`config.mk`:
```
export PLATFORM = sky130hd
export DESIGN_NAME = dmac_engine
export DESIGN_NICKNAME = d
export VERILOG_FILES = /design/src/rtl/dmac_pkg.sv /design/src/rtl/dmac_seq.sv /design/src/rtl/dmac_regs.sv /design/src/rtl/dmac_engine.sv
export SDC_FILE = /design/constraint.sdc
export NUM_CORES = 1
export LEC_CHECK = 0
export BUFFER_PORTS_ARGS = -buffer_cell sky130_fd_sc_hd__buf_2
export CAP_MARGIN = 20
export CORE_MARGIN = 1
export CORE_UTILIZATION = 54
export DETAILED_ROUTE_END_ITERATION = 10
export PLACE_DENSITY = 0.71
export SLEW_MARGIN = 20
export SYNTH_ARGS = -nofsm -noshare
export SYNTH_HDL_FRONTEND = slang
export SYNTH_HIERARCHICAL = 1
export SYNTH_SLANG_ARGS = --single-unit
```
`constraint.sdc`:
```
create_clock -name clk -period 2.8 [get_ports clk]
set_clock_uncertainty 0.05 [all_clocks]
set_input_delay 0.14 -clock clk [delete_from_list [all_inputs] [get_ports clk]]
set_output_delay 0.14 -clock clk [all_outputs]
set_load 0.05 [all_outputs]
```
`src/rtl/dmac_pkg.sv`:
```
package dmac_pkg;

    localparam int WORD_W     = 32;
    localparam int DESC_WORDS = 6;
    localparam int IDX_W      = $clog2(DESC_WORDS);

    typedef enum logic [2:0] {
        ST_IDLE,
        ST_FETCH,
        ST_SRC,
        ST_DST,
        ST_RETIRE,
        ST_RELINK
    } dma_state_e;

    typedef struct packed {
        logic [WORD_W-1:0] link;
        logic [WORD_W-1:0] far_lo;
        logic [WORD_W-1:0] far_hi;
        logic [WORD_W-1:0] near_addr;
        logic [WORD_W-1:0] bytes;
        logic [WORD_W-1:0] ctl;
    } desc_t;

    typedef struct packed {
        logic tabt;
        logic mabt;
        logic iabt;
        logic chain;
        logic xfer;
    } flag_set_t;

    typedef enum logic [1:0] {
        ERR_MASTER   = 2'd0,
        ERR_TARGET   = 2'd1,
        ERR_INTERNAL = 2'd2,
        ERR_OTHER    = 2'd3
    } err_kind_e;

    // register word indices
    localparam logic [3:0] RG_CTRL  = 4'd0;
    localparam logic [3:0] RG_STAT  = 4'd1;
    localparam logic [3:0] RG_CUR   = 4'd2;
    localparam logic [3:0] RG_LINK  = 4'd3;
    localparam logic [3:0] RG_FARLO = 4'd4;
    localparam logic [3:0] RG_FARHI = 4'd5;
    localparam logic [3:0] RG_NEAR  = 4'd6;
    localparam logic [3:0] RG_BYTES = 4'd7;
    localparam logic [3:0] RG_DCTL  = 4'd8;

    // control, status and record-control bit positions
    localparam int CB_EN     = 0;
    localparam int CB_RESUME = 1;
    localparam int SB_TABT   = 2;
    localparam int SB_MABT   = 3;
    localparam int SB_IABT   = 5;
    localparam int SB_CHAIN  = 8;
    localparam int SB_XFER   = 9;
    localparam int SB_BUSY   = 10;
    localparam int DB_DIR    = 0;
    localparam int DB_IE     = 4;
    localparam int DB_M2M    = 6;

    function automatic logic [WORD_W-1:0] pack_status(flag_set_t f, logic busy);
        logic [WORD_W-1:0] w;
        w           = '0;
        w[SB_TABT]  = f.tabt;
        w[SB_MABT]  = f.mabt;
        w[SB_IABT]  = f.iabt;
        w[SB_CHAIN] = f.chain;
        w[SB_XFER]  = f.xfer;
        w[SB_BUSY]  = busy;
        return w;
    endfunction

endpackage

```
`src/rtl/dmac_seq.sv`:
```
module dmac_seq
    import dmac_pkg::*;
#(
    parameter int CNT_W = 24
) (
    input  logic              clk,
    input  logic              rst,
    input  logic              en_i,
    input  logic              start_i,
    input  logic              resume_i,
    input  logic              link_wr_i,
    input  logic [WORD_W-1:0] link_wdata_i,
    output logic              mem_req,
    output logic              mem_we,
    output logic              mem_space,
    output logic [WORD_W-1:0] mem_addr,
    output logic [WORD_W-1:0] mem_wdata,
    input  logic              mem_ack,
    input  logic              mem_err,
    input  logic [1:0]        mem_err_kind,
    input  logic [WORD_W-1:0] mem_rdata,
    output logic              busy_o,
    output flag_set_t         set_o,
    output desc_t             desc_o,
    output logic [WORD_W-1:0] cur_o
);

    localparam logic [WORD_W-1:0] BYTE_MASK =
        WORD_W'((64'd1 << CNT_W) - 64'd1) & ~WORD_W'(3);
    localparam logic [IDX_W-1:0] LAST_IDX = IDX_W'(DESC_WORDS - 1);

    dma_state_e        st_q;
    logic [IDX_W-1:0]  widx_q;
    logic [WORD_W-1:0] cur_q;
    logic [WORD_W-1:0] hold_q;
    desc_t             d_q;

    logic ok, bad, to_far, m2m;
    assign ok     = mem_req && mem_ack && !mem_err;
    assign bad    = mem_req && mem_err;
    assign to_far = d_q.ctl[DB_DIR];
    assign m2m    = d_q.ctl[DB_M2M];

    // memory port drive
    always_comb begin
        mem_req   = 1'b0;
        mem_we    = 1'b0;
        mem_space = 1'b0;
        mem_addr  = '0;
        mem_wdata = '0;
        unique case (st_q)
            ST_FETCH: begin
                mem_req  = 1'b1;
                mem_addr = cur_q + (WORD_W'(widx_q) << 2);
            end
            ST_RELINK: begin
                mem_req  = 1'b1;
                mem_addr = cur_q;
            end
            ST_SRC: begin
                mem_req   = 1'b1;
                mem_addr  = to_far ? d_q.near_addr : d_q.far_lo;
                mem_space = !to_far && !m2m;
            end
            ST_DST: begin
                mem_req   = 1'b1;
                mem_we    = 1'b1;
                mem_wdata = hold_q;
                mem_addr  = to_far ? d_q.far_lo : d_q.near_addr;
                mem_space = to_far && !m2m;
            end
            default: ;
        endcase
    end

    // flag set pulses
    always_comb begin
        set_o       = '0;
        set_o.tabt  = bad && (mem_err_kind == ERR_TARGET);
        set_o.mabt  = bad && ((mem_err_kind == ERR_MASTER) || (mem_err_kind == ERR_OTHER));
        set_o.iabt  = bad && (mem_err_kind == ERR_INTERNAL);
        set_o.xfer  = (st_q == ST_RETIRE) && d_q.ctl[DB_IE];
        set_o.chain = ((st_q == ST_RETIRE) && (d_q.link == '0))
                   || (ok && (st_q == ST_RELINK) && (mem_rdata == '0))
                   || ((st_q == ST_IDLE) && start_i && (d_q.link == '0));
    end

    always_ff @(posedge clk) begin
        if (rst) begin
            st_q   <= ST_IDLE;
            widx_q <= '0;
            cur_q  <= '0;
            hold_q <= '0;
            d_q    <= '0;
        end else begin
            unique case (st_q)
                ST_IDLE: begin
                    if (start_i) begin
                        if (d_q.link != '0) begin
                            cur_q  <= d_q.link;
                            widx_q <= '0;
                            st_q   <= ST_FETCH;
                        end
                    end else if (resume_i) begin
                        st_q <= ST_RELINK;
                    end else if (link_wr_i) begin
                        d_q.link <= link_wdata_i;
                    end
                end
                ST_FETCH: begin
                    if (bad) begin
                        st_q <= ST_IDLE;
                    end else if (ok) begin
                        unique case (widx_q)
                            IDX_W'(0): d_q.link      <= mem_rdata;
                            IDX_W'(1): d_q.far_lo    <= mem_rdata;
                            IDX_W'(2): d_q.far_hi    <= mem_rdata;
                            IDX_W'(3): d_q.near_addr <= mem_rdata;
                            IDX_W'(4): d_q.bytes     <= mem_rdata & BYTE_MASK;
                            default:   d_q.ctl       <= mem_rdata;
                        endcase
                        if (!en_i) begin
                            st_q <= ST_IDLE;
                        end else if (widx_q == LAST_IDX) begin
                            widx_q <= '0;
                            st_q   <= (d_q.bytes == '0) ? ST_RETIRE : ST_SRC;
                        end else begin
                            widx_q <= widx_q + IDX_W'(1);
                        end
                    end
                end
                ST_SRC: begin
                    if (bad) begin
                        st_q <= ST_IDLE;
                    end else if (ok) begin
                        hold_q <= mem_rdata;
                        st_q   <= en_i ? ST_DST : ST_IDLE;
                    end
                end
                ST_DST: begin
                    if (bad) begin
                        st_q <= ST_IDLE;
                    end else if (ok) begin
                        d_q.far_lo    <= d_q.far_lo + WORD_W'(4);
                        d_q.near_addr <= d_q.near_addr + WORD_W'(4);
                        d_q.bytes     <= d_q.bytes - WORD_W'(4);
                        if (!en_i)
                            st_q <= ST_IDLE;
                        else if (d_q.bytes == WORD_W'(4))
                            st_q <= ST_RETIRE;
                        else
                            st_q <= ST_SRC;
                    end
                end
                ST_RETIRE: begin
                    if ((d_q.link == '0) || !en_i) begin
                        st_q <= ST_IDLE;
                    end else begin
                        cur_q  <= d_q.link;
                        widx_q <= '0;
                        st_q   <= ST_FETCH;
                    end
                end
                ST_RELINK: begin
                    if (bad) begin
                        st_q <= ST_IDLE;
                    end else if (ok) begin
                        d_q.link <= mem_rdata;
                        if ((mem_rdata != '0) && en_i) begin
                            cur_q  <= mem_rdata;
                            widx_q <= '0;
                            st_q   <= ST_FETCH;
                        end else begin
                            st_q <= ST_IDLE;
                        end
                    end
                end
                default: st_q <= ST_IDLE;
            endcase
        end
    end

    assign busy_o = (st_q != ST_IDLE);
    assign desc_o = d_q;
    assign cur_o  = cur_q;

    // an open request keeps its address and direction
    assert_req_hold_R12: assert property (@(posedge clk) disable iff (rst)
        mem_req && !mem_ack && !mem_err |=> mem_req && $stable(mem_addr) && $stable(mem_we));

    // an error response leaves the channel idle
    assert_err_halt_R9: assert property (@(posedge clk) disable iff (rst)
        bad |=> !busy_o);

    // no data read is issued with an empty count
    assert_nonzero_copy_R5: assert property (@(posedge clk) disable iff (rst)
        (st_q == ST_SRC) |-> (d_q.bytes != '0));

    // a start with a non-zero link fetches from that link address
    assert_start_fetch_R2: assert property (@(posedge clk) disable iff (rst)
        (st_q == ST_IDLE) && start_i && (d_q.link != '0)
        |=> mem_req && !mem_we && !mem_space && (mem_addr == $past(d_q.link)));

endmodule

```
`src/rtl/dmac_regs.sv`:
```
module dmac_regs
    import dmac_pkg::*;
(
    input  logic              clk,
    input  logic              rst,
    input  logic              reg_we,
    input  logic [3:0]        reg_addr,
    input  logic [WORD_W-1:0] reg_wdata,
    output logic [WORD_W-1:0] reg_rdata,
    output logic              irq,
    input  logic              busy_i,
    input  flag_set_t         set_i,
    input  desc_t             desc_i,
    input  logic [WORD_W-1:0] cur_i,
    output logic              en_o,
    output logic              start_o,
    output logic              resume_o,
    output logic              link_wr_o
);

    logic      en_q;
    flag_set_t fl_q;
    flag_set_t clr;
    logic      ctrl_wr, stat_wr;

    assign ctrl_wr = reg_we && (reg_addr == RG_CTRL);
    assign stat_wr = reg_we && (reg_addr == RG_STAT);

    assign start_o   = ctrl_wr && reg_wdata[CB_EN] && !en_q && !busy_i;
    assign resume_o  = ctrl_wr && reg_wdata[CB_EN] && reg_wdata[CB_RESUME] && en_q && !busy_i;
    assign link_wr_o = reg_we && (reg_addr == RG_LINK) && !busy_i;

    always_comb begin
        clr       = '0;
        clr.tabt  = stat_wr && reg_wdata[SB_TABT];
        clr.mabt  = stat_wr && reg_wdata[SB_MABT];
        clr.iabt  = stat_wr && reg_wdata[SB_IABT];
        clr.chain = stat_wr && reg_wdata[SB_CHAIN];
        clr.xfer  = stat_wr && reg_wdata[SB_XFER];
    end

    always_ff @(posedge clk) begin
        if (rst) begin
            en_q <= 1'b0;
            fl_q <= '0;
        end else begin
            if (ctrl_wr)
                en_q <= reg_wdata[CB_EN];
            fl_q <= set_i | (fl_q & ~clr);
        end
    end

    always_comb begin
        unique case (reg_addr)
            RG_CTRL:  reg_rdata = {{(WORD_W-1){1'b0}}, en_q};
            RG_STAT:  reg_rdata = pack_status(fl_q, busy_i);
            RG_CUR:   reg_rdata = cur_i;
            RG_LINK:  reg_rdata = desc_i.link;
            RG_FARLO: reg_rdata = desc_i.far_lo;
            RG_FARHI: reg_rdata = desc_i.far_hi;
            RG_NEAR:  reg_rdata = desc_i.near_addr;
            RG_BYTES: reg_rdata = desc_i.bytes;
            RG_DCTL:  reg_rdata = desc_i.ctl;
            default:  reg_rdata = '0;
        endcase
    end

    assign en_o = en_q;
    assign irq  = |fl_q;

    // a set chain-end flag survives until a write of 1 clears it
    assert_flag_sticky_R10: assert property (@(posedge clk) disable iff (rst)
        fl_q.chain && !(stat_wr && reg_wdata[SB_CHAIN]) |=> fl_q.chain);

    // reaching the end of the chain leaves the engine idle
    assert_chain_idle_R7: assert property (@(posedge clk) disable iff (rst)
        set_i.chain |=> !busy_i);

endmodule

```
`src/rtl/dmac_engine.sv`:
```
module dmac_engine
    import dmac_pkg::*;
#(
    parameter int CNT_W = 24
) (
    input  logic        clk,
    input  logic        rst,
    input  logic        reg_we,
    input  logic [3:0]  reg_addr,
    input  logic [31:0] reg_wdata,
    output logic [31:0] reg_rdata,
    output logic        irq,
    output logic        mem_req,
    output logic        mem_we,
    output logic        mem_space,
    output logic [31:0] mem_addr,
    output logic [31:0] mem_wdata,
    input  logic        mem_ack,
    input  logic        mem_err,
    input  logic [1:0]  mem_err_kind,
    input  logic [31:0] mem_rdata
);

    logic              en, start, resume, link_wr, busy;
    flag_set_t         set_flags;
    desc_t             desc;
    logic [WORD_W-1:0] cur;

    dmac_regs u_regs (
        .clk       (clk),
        .rst       (rst),
        .reg_we    (reg_we),
        .reg_addr  (reg_addr),
        .reg_wdata (reg_wdata),
        .reg_rdata (reg_rdata),
        .irq       (irq),
        .busy_i    (busy),
        .set_i     (set_flags),
        .desc_i    (desc),
        .cur_i     (cur),
        .en_o      (en),
        .start_o   (start),
        .resume_o  (resume),
        .link_wr_o (link_wr)
    );

    dmac_seq #(.CNT_W(CNT_W)) u_seq (
        .clk          (clk),
        .rst          (rst),
        .en_i         (en),
        .start_i      (start),
        .resume_i     (resume),
        .link_wr_i    (link_wr),
        .link_wdata_i (reg_wdata),
        .mem_req      (mem_req),
        .mem_we       (mem_we),
        .mem_space    (mem_space),
        .mem_addr     (mem_addr),
        .mem_wdata    (mem_wdata),
        .mem_ack      (mem_ack),
        .mem_err      (mem_err),
        .mem_err_kind (mem_err_kind),
        .mem_rdata    (mem_rdata),
        .busy_o       (busy),
        .set_o        (set_flags),
        .desc_o       (desc),
        .cur_o        (cur)
    );

endmodule

```
==> results, run 1 <==
- The x dimension of the die is 179 um.
- The adder-cell share of the synthesized area is 0.932%.
- The leakage power total is 0.00742 uW.
- The area of all placed cells without fillers is 20,700 sq um.
- The synthesized design spends more area on one cell type than any other, namely sky130_fd_sc_hd__dfxtp_1.
- Max-cap violations in this run came to 0.
- Ranked by total cell area, the synthesized netlist is headed by sky130_fd_sc_hd__dfxtp_1, sky130_fd_sc_hd__nand2_1, sky130_fd_sc_hd__a21oi_1.
- The worst-case IR drop observed on VDD is around 0.64 mV.
- The critical path starts at u_seq/cur_o[11].
- The number of CTS-inserted buffers is 30.
- The setup path with the least slack is of type register to primary output.
- Clock tree synthesis found a total of approximately 270 sinks.
- The type of element capturing the critical path is a primary output.
- In this run the remaining antenna-violating nets after routing total 0.
- Measured against its own limit, the worst slew margin works out to 40.5%.
- The ratio of cells with drive above 1 in the final layout is 20.8%.
- Setup repair after global routing could not meet its margin everywhere.
- The run finished, with violations left.
- The core utilization of the finished layout is roughly two thirds.
- The first-pass GRT wire length is ~110,000 um.
- The die covers 32,100 sq um.
- Wires add up to 73,800 um.
- After detailed routing, the number of vias per cell comes to 6.93.
- The vias after detailed routing is between 15,000 and 20,000.
- The total half-perimeter wirelength after legalization and detailed placement is 52,100 um.
- The number of DRC violations after detailed-routing iteration 0 is 2,855.
- After Yosys synthesis, XOR and XNOR cells account for 1.19% of the synthesized area.
- The dominant combinational cell family by area after synthesis is compound AO/OA/AOI/OAI gates.
- The layout net count is 2,487.
- The count of buffers added on input and output ports is 174.
- Clock latency on the worst-skew pair, taken at its later pin, is roughly 0.57 ns.
- The upper clock frequency limit is 342 MHz.
- Of all nets on the critical path, the largest fanout is 6.
- The final period utilization is 104%.
- Of the total synthesized cell area, the portion taken by AND, OR, NAND and NOR gates is between 20% and 30%.
- The number of global-route vias before repair is ~17,000.
- The smallest clock period supported by the final layout is computed as 2.92 ns.
- The compound-cell area share of the yosys netlist is 27.4%.
- The number of standard cells after synthesis is 2,188.
- The async set or reset register ratio after synthesis is 0%.
- The startpoint identified for the worst register-to-register timing path is u_seq/desc_o[58].
- The number of antenna violations at the first check in global routing is 3.
- After detailed placement, the total cell area comes to around 18,000 sq um.
- The placement row count is 64.
- The maximum number of pins on one net before global-route repair is 67.
- The actual slew at the worst max-slew pin is 0.882 ns.
- The final routed DRC violation total is 2.
- Walking the worst path, the cells encountered are nand4_4 -> or3_4 -> or4b_4 -> or4_1 -> o211ai_1 -> buf_4.
- The power density over the cells is 499 nW/um^2.
- The tightest hold path in the finished design has a slack of around 0.024 ns.
- The final-report max-slew violation count was 0.
- The mean instance size in the synthesized netlist is between 7 and 8 sq um.
- Before antenna repair, the detailed router went through 9 iterations.
- Relative to the synthesized area, the layout overhead comes to 22.1%.
- The I/O pin count is 175.
- After synthesis, flip-flops and latches occupy 31.5% of the total area.
- The effective utilization at floorplan is a little under three fifths.
- The capture point of the worst reg-to-reg path is u_seq/st_q[1].
- Setup slack on the critical path of the routed design comes to -0.122 ns.
- The total number of yosys warnings is 6.
- Setup violations remaining at the end of the flow were counted as 12.
- Global routing finished with a remaining overflow of 0.
- Measured against the total synthesized area, the mux share comes to 6.79%.
- The capturing element of the worst setup path is mem_addr[29].
- The number of H-tree levels is 1.
- The top cell type's share of synthesized area is 31.5%.
- Counting instances, the worst hold path has a depth of 4.
- For the worst setup path, the data arrival time is 2.73 ns.
- The number of distinct library cells after synthesis is 94.
- The final reports fail on DRC, setup timing.
- On the critical path, the stage with the largest delay is an instance of sky130_fd_sc_hd__or4b_4.
- The post-synth design cell area is 16,900 sq um.
- Global routing used 44.4% of the available tracks across all layers.
- The standard cell core area is 30,700 sq um.
- TritonCTS built the clock tree.
- The height of the die is between 150 and 200 um.
- The root buffer cell is sky130_fd_sc_hd__clkbuf_16.
- The final count of hold timing violations is 0.
- For flop-to-flop paths, the worst setup slack is 0.13 ns.
- STA classifies the critical path startpoint as a register.
- The number of flops mapped to enable cells by yosys is 0.
- In the final routed layout, each cell accounts on average for 26.2 um.
- In this run, synthesis produced a sequential element count of 266.
- The most used flip-flop cell after synthesis is sky130_fd_sc_hd__dfxtp_1.
- The path class of the tightest hold or removal check is input port to register.
- The maximum clock path buffer count is 3.
- The number of antenna diodes is 0.
- The clock slew seen by the registers of the worst setup and hold paths is 0.07 ns.
- In this design, the stage delay of the slowest critical-path cell is 0.58 ns.
- The required time at the endpoint of the critical path is 2.61 ns.
- Measured in cells, the most critical reg-to-reg path has a length of 5.
- The final RePlAce weighted congestion is 1.06.
## per-layer routing
layer | global-route usage (%) | up-vias | share of wire, %
met3 | 9.84 | 211 | 12
li1 | - | 8583 | -
met4 | 18.6 | 4 | 4.6
met2 | 65.2 | 1332 | 43
met1 | 62.0 | 9406 | 41
met5 | 0 | - | 0.023
## power breakdown
part           internal, uW  leakage (uW)  switching (uW)
clock                  2390      0.000503            1710
combinational           723       0.00476            1490
sequential             3870       0.00215             117
total                  6990       0.00742            3320
## cells in the final DEF, fill, tap and decap left out, types with 9 or more instances in the layout
cell | synthesis | layout
sky130_fd_sc_hd__dfxtp_1 | 266 | 250
sky130_fd_sc_hd__nor3_1 | 41 | 37
sky130_fd_sc_hd__nand2_1 | 317 | 316
sky130_fd_sc_hd__nor2_1 | 113 | 111
sky130_fd_sc_hd__a311oi_1 | 12 | 12
sky130_fd_sc_hd__o21ai_0 | 118 | 118
sky130_fd_sc_hd__and4_1 | 10 | 10
sky130_fd_sc_hd__dlygate4sd3_1 | 0 | 64
sky130_fd_sc_hd__a211oi_1 | 43 | 42
sky130_fd_sc_hd__dfxtp_2 | 0 | 10
sky130_fd_sc_hd__and2_1 | 49 | 49
sky130_fd_sc_hd__o22ai_1 | 26 | 17
sky130_fd_sc_hd__a31oi_1 | 23 | 23
sky130_fd_sc_hd__nand3_1 | 50 | 48
sky130_fd_sc_hd__o221ai_1 | 20 | 19
sky130_fd_sc_hd__a22oi_1 | 107 | 107
sky130_fd_sc_hd__and3_1 | 16 | 16
sky130_fd_sc_hd__clkbuf_16 | 0 | 31
sky130_fd_sc_hd__inv_1 | 44 | 43
sky130_fd_sc_hd__nand4_1 | 38 | 38
sky130_fd_sc_hd__buf_2 | 44 | 150
sky130_fd_sc_hd__or4_1 | 54 | 52
sky130_fd_sc_hd__o211ai_1 | 37 | 37
sky130_fd_sc_hd__xnor2_1 | 17 | 17
sky130_fd_sc_hd__a21oi_1 | 190 | 188
sky130_fd_sc_hd__mux2i_1 | 75 | 75
sky130_fd_sc_hd__or3_1 | 12 | 11
sky130_fd_sc_hd__a21o_1 | 22 | 22
sky130_fd_sc_hd__buf_12 | 0 | 9
sky130_fd_sc_hd__mux2_2 | 34 | 34
sky130_fd_sc_hd__o31ai_1 | 17 | 17
sky130_fd_sc_hd__buf_4 | 13 | 150
sky130_fd_sc_hd__nor4_1 | 37 | 31
sky130_fd_sc_hd__o22ai_2 | 0 | 9
sky130_fd_sc_hd__buf_6 | 10 | 10
## flip-flops by register name, indices dropped and copies added (netlist names)
name and count:
u_seq/st_q 3, u_seq/cur_o 32, u_regs/fl_q 5, u_seq/desc_o 190, u_seq/widx_q 3, u_regs/en_o 1
u_seq/hold_q 32
## final cells by class
cell class / count / area (sq um)
Timing Repair Buffer: 385 / 2830
Fill cell: 2636 / 10100
Clock inverter: 13 / 128
Multi-Input combinational cell: 1672 / 10800
Inverter: 45 / 169
Sequential cell: 266 / 5360
Clock buffer: 43 / 891
Tap cell: 396 / 495
## Yosys cell counts, types with 7 or more instances
library cell,instances
sky130_fd_sc_hd__nand2_1,317
sky130_fd_sc_hd__dfxtp_1,266
sky130_fd_sc_hd__a21oi_1,190
sky130_fd_sc_hd__clkbuf_1,128
sky130_fd_sc_hd__o21ai_0,118
sky130_fd_sc_hd__nor2_1,113
sky130_fd_sc_hd__a22oi_1,107
sky130_fd_sc_hd__mux2i_1,75
sky130_fd_sc_hd__or4_1,54
sky130_fd_sc_hd__nand3_1,50
sky130_fd_sc_hd__and2_1,49
sky130_fd_sc_hd__buf_2,44
sky130_fd_sc_hd__inv_1,44
sky130_fd_sc_hd__a211oi_1,43
sky130_fd_sc_hd__nor3_1,41
sky130_fd_sc_hd__nand4_1,38
sky130_fd_sc_hd__nor4_1,37
sky130_fd_sc_hd__o211ai_1,37
sky130_fd_sc_hd__mux2_2,34
sky130_fd_sc_hd__o22ai_1,26
sky130_fd_sc_hd__a31oi_1,23
sky130_fd_sc_hd__a21o_1,22
sky130_fd_sc_hd__o221ai_1,20
sky130_fd_sc_hd__o31ai_1,17
sky130_fd_sc_hd__xnor2_1,17
sky130_fd_sc_hd__and3_1,16
sky130_fd_sc_hd__buf_4,13
sky130_fd_sc_hd__a311oi_1,12
sky130_fd_sc_hd__or3_1,12
sky130_fd_sc_hd__ha_1,11
sky130_fd_sc_hd__and4_1,10
sky130_fd_sc_hd__buf_6,10
sky130_fd_sc_hd__a32o_1,9
sky130_fd_sc_hd__nand2b_1,9
sky130_fd_sc_hd__and3b_1,8
sky130_fd_sc_hd__buf_1,8
sky130_fd_sc_hd__nand4b_1,8
sky130_fd_sc_hd__nor2b_1,8
sky130_fd_sc_hd__o41ai_1,8
sky130_fd_sc_hd__nor3b_1,7
sky130_fd_sc_hd__o32ai_1,7
## metrics by stage
step / TNS (ns) / total power (uW) / cells / setup slack [ns]
detailed placement: -0.276 / 6080 / 2685 / -0.0551
global route: -1.63 / 10500 / 2820 / -0.164
CTS: -0.462 / 10200 / 2814 / -0.0923
finish: -0.627 / 10300 / 2820 / -0.122
global placement: -1.43 / 6080 / 2685 / -0.0618
floorplan: 0 / 5340 / 2189 / 0.000353
## cells by family after synthesis
logic type	Yosys count
compound gates	703
xor+xnor	23
fa+ha+maj	12
buf+inv	251
flops	266
mux	110
other cells	1
simple gates	822
## worst max-delay path: cells and delay by family, from the launching register on
family / cells / cell delay, ns
and+or+nand+nor: 4 / 1.46
buffers and inverters: 1 / 0.22
DFF: 1 / 0.36
AOI/OAI and AO/OA: 1 / 0.11
## timing repair
action	4_1_cts	5_1_grt
endpoints found under the setup margin	27	54
resized for setup	67	43
hold buffers	64	0
setup buffers	9	6
endpoints found under the hold margin	138	0
pin swaps	9	10
## how the worst min path moves through the flow
stage          slack (ns)              from           endpoint
3_3_place_gp         0.39  u_seq/hold_q[23]   u_seq/hold_q[23]
2_1_floorplan        0.16               rst        u_regs/en_o
3_5_place_dp         0.38            reg_we        u_regs/en_o
4_1_cts            0.0009      mem_rdata[9]    u_seq/hold_q[9]
5_1_grt              0.03      mem_rdata[8]  u_seq/desc_o[104]
6_report             0.02      mem_rdata[9]    u_seq/hold_q[9]
(Power assumes the default switching activity.)
==> run 2, diff against run 1 <==
--- a/config.mk
+++ b/config.mk
@@ -11,6 +11,7 @@
 export CORE_UTILIZATION = 54
 export DETAILED_ROUTE_END_ITERATION = 10
 export PLACE_DENSITY = 0.71
+export SKIP_CTS_REPAIR_TIMING = 1
 export SLEW_MARGIN = 20
 export SYNTH_ARGS = -nofsm -noshare
 export SYNTH_HDL_FRONTEND = slang
==> run 2 against run 1 <==
The run ends with DRC, hold timing, setup timing left. Non-clock buffer count down 7. Routed wire length down 0.21%. Total power hardly changed. Clock power barely moved. Combinational power about the same. Design area decreased by 0.62%. Fmax is 1.7% lower. Clock-buffer cell count stayed put. Hold slack worse by 0.041 ns. Via count fell by 0.95%. Sequential cell count unchanged. Cell count is 0.25% lower. Critical endpoint is now mem_addr[8].
==> results, run 2 (synthesis gave the netlist of run 1 again) <==
- The flow ran to the end, but the final reports show violations.
- The checks that failed: DRC, hold timing, setup timing.
- The clock latency on the worst-skew pair is 0.57 ns (about the same).
- The count of buffers inserted at the top-level ports was 174 (unchanged).
- The worst setup path is captured at a primary output.
- The final count of negative-setup-slack endpoints was 16 (+4).
- The class of the most critical setup path is register to primary output.
- The max-capacitance violation count is 0 (unchanged).
- The effective utilization at floorplan came to 55.0% (unchanged).
- The first-pass GRT wire length is 104,000 um (-2.9%).
- The total clock sinks is 266 (unchanged).
- The area enclosed by the die boundary came to 32,100 sq um (unchanged).
- The post-route worst hold slack came to -0.0167 ns (-0.0411 ns).
- The root buffer cell is sky130_fd_sc_hd__clkbuf_16.
- The family of cells with the greatest summed delay on the critical path is adder cells.
- The number of antenna violations at the first check in global routing is 3 (unchanged).
- Setup repair after global routing could not meet its margin everywhere.
- The standard cell with the maximum stage delay on the critical path is sky130_fd_sc_hd__fa_2.
- The I/O pin count was 175 (unchanged).
- The number of flip-flops under the largest register name was 190 (unchanged).
- The power density over the cells is 502 nW/um^2 (+0.63%).
- The arrival time reported for the critical path endpoint is 2.78 ns (+0.05 ns).
- The aggregate global-route resource usage is 43.2% (-1.2 points).
- The total detailed-routing wirelength is 73,600 um (-0.21%).
- The wire length per cell is 26.2 um (about the same).
- The final count of hold timing violations came to 4 (+4).
- The clock tree from TritonCTS is built.
- The overall overflow remaining after global route is 0 (unchanged).
- The worst hold path belongs to the class input port to register.
- The number of CTS-inserted buffers is 30 (unchanged).
- The final RePlAce weighted congestion is 1.06 (unchanged).
- The number of nets still failing antenna checks after routing is 0 (unchanged).
- The shortest clock period the worst path allows after layout is 2.97 ns (+0.0497 ns).
- The setup slack after layout is -0.172 ns (-0.0497 ns).
- The count of TritonRoute iterations in the first routing pass is 10 (+1).
- The core utilization of the finished layout was 66.8% (-0.42 points).
- The number of DRC violations after detailed-routing iteration 0 is 2,713 (-5.0%).
- The vias after detailed routing came to 19,350 (-0.95%).
- The standard cell core area is 30,700 sq um (unchanged).
- The number of antenna diodes came to 0 (unchanged).
- The largest vdd supply drop is 0.623 mV (-2.4%).
- The final routed DRC violation total is 2 (unchanged).
- The biggest cell delay along the critical path was 0.41 ns (-0.17 ns).
- The relative slew slack was 43.5% (+3.0 points).
- In the layout the commonest cells are sky130_fd_sc_hd__nand2_1, sky130_fd_sc_hd__dfxtp_1, sky130_fd_sc_hd__a21oi_1.
- The total half-perimeter wirelength after legalization and detailed placement came to 52,100 um (unchanged).
- The final-report max-slew violation count came to 0 (unchanged).
- The maximum number of pins on one net before global-route repair is 67 (unchanged).
- The actual slew at the worst max-slew pin is 0.838 ns (-0.0443 ns).
- The required time at the endpoint of the critical path is 2.61 ns (about the same).
- The number of global-route vias before repair is 16,658 (-3.3%).
- The upper clock frequency limit was 336 MHz (-1.7%).
- The final period utilization is 106% (+1.8 points).
- The maximum clock path buffer count was 3 (unchanged).
- The ratio of cells with drive above 1 in the final layout is 20.6% (-0.19 points).
- The clock slew seen by the registers of the worst setup and hold paths is 0.07 ns (about the same).
- The number of H-tree levels was 1 (unchanged).
- STA classifies the critical path startpoint as a register.
- The critical path goes through ha_4 -> inv_2 -> fa_2 -> nor2b_2 -> o21ai_2 -> nor2_1 -> xnor2_1 -> o22ai_1 -> buf_2.
- The total power after layout was 10,300 uW (about the same).
- The placement row count came to 64 (unchanged).
- The number of buffers and inverters on the critical path is 2 (+1).
- The commonest non-fill, non-tap cell in the layout is sky130_fd_sc_hd__nand2_1.
- The area growth from synthesis to final layout is 21.4%.
- The leakage power total is 0.00732 uW (-1.3%).
- The vias per cell is 6.88 (-0.71%).
- The height of the die is 179 um (unchanged).
- The layout net count is 2,480 (-0.28%).
- The x dimension of the die was 179 um (unchanged).
- The largest fanout on the critical path was 7 (+1).
## run 2: cell count changes in the layout (fill, tap and decap cells not counted), moves of 2 or more
cell	previous run	this run
sky130_fd_sc_hd__nor4_2	4	9
sky130_fd_sc_hd__buf_6	10	5
sky130_fd_sc_hd__nor4_4	5	1
sky130_fd_sc_hd__xor2_1	5	3
sky130_fd_sc_hd__xor2_2	0	2
sky130_fd_sc_hd__buf_4	150	148
sky130_fd_sc_hd__dlygate4sd3_1	64	61
sky130_fd_sc_hd__clkbuf_4	1	4
## run 2: cell type report
class | count | area, sq um
sequential | 266 | 5360
timing repair buffer | 378 | 2750
inverter | 45 | 169
tap | 396 | 495
fill | 2640 | 10200
clock buffer | 43 | 891
clock inverter | 13 | 128
multi-input combinational | 1672 | 10700
## run 2: per-layer routing
layer | routed length [um] | global-route usage (%)
met3 | 9330 | 9.22
met5 | 9 | 0
met1 | 29900 | 61.3
met4 | 3070 | 17.2
met2 | 31300 | 62.9
## run 2: final timing paths
| check | start | end | slack, ns | cells after the start |
|---|---|---|---|---|
| max | u_seq/cur_o[2] | mem_addr[8] | -0.17 | 9 |
| min | mem_rdata[22] | u_seq/desc_o[22] | -0.02 | 4 |
| max reg2reg | u_seq/desc_o[58] | u_seq/st_q[1] | 0.14 | 5 |
| min reg2reg | u_seq/hold_q[30] | u_seq/hold_q[30] | 0.40 | 2 |
## run 2: report_power, final
part           leakage, uW  switching (uW)  total (uW)  internal [uW]
clock network     0.000503            1710        4110           2390
logic              0.00467            1490        2210            720
registers          0.00215             118        3990           3870
total              0.00732            3320       10300           6980
## run 2: worst min-delay path, delay by kind of cell
| kind | cells | cell delay (ns) |
|---|---|---|
| simple gates | 1 | 0.07 |
| compound gates | 1 | 0.05 |
| buf+inv | 2 | 0.30 |
## run 2: through the flow
step | instance area [sq um] | hold slack, ns | setup WS [ns] | instances | setup TNS (ns)
final | 20500 | -0.0167 | -0.172 | 2813 | -1.82
after global routing | 20500 | -0.000334 | -0.213 | 2813 | -2.77
after CTS | 19500 | -0.202 | -0.483 | 2741 | -7.25
after detailed placement | 18500 | 0.383 | -0.0551 | 2685 | -0.276
after global placement | 18500 | 0.388 | -0.0618 | 2685 | -1.43
after floorplan | 16900 | 0.159 | 0.000353 | 2189 | 0
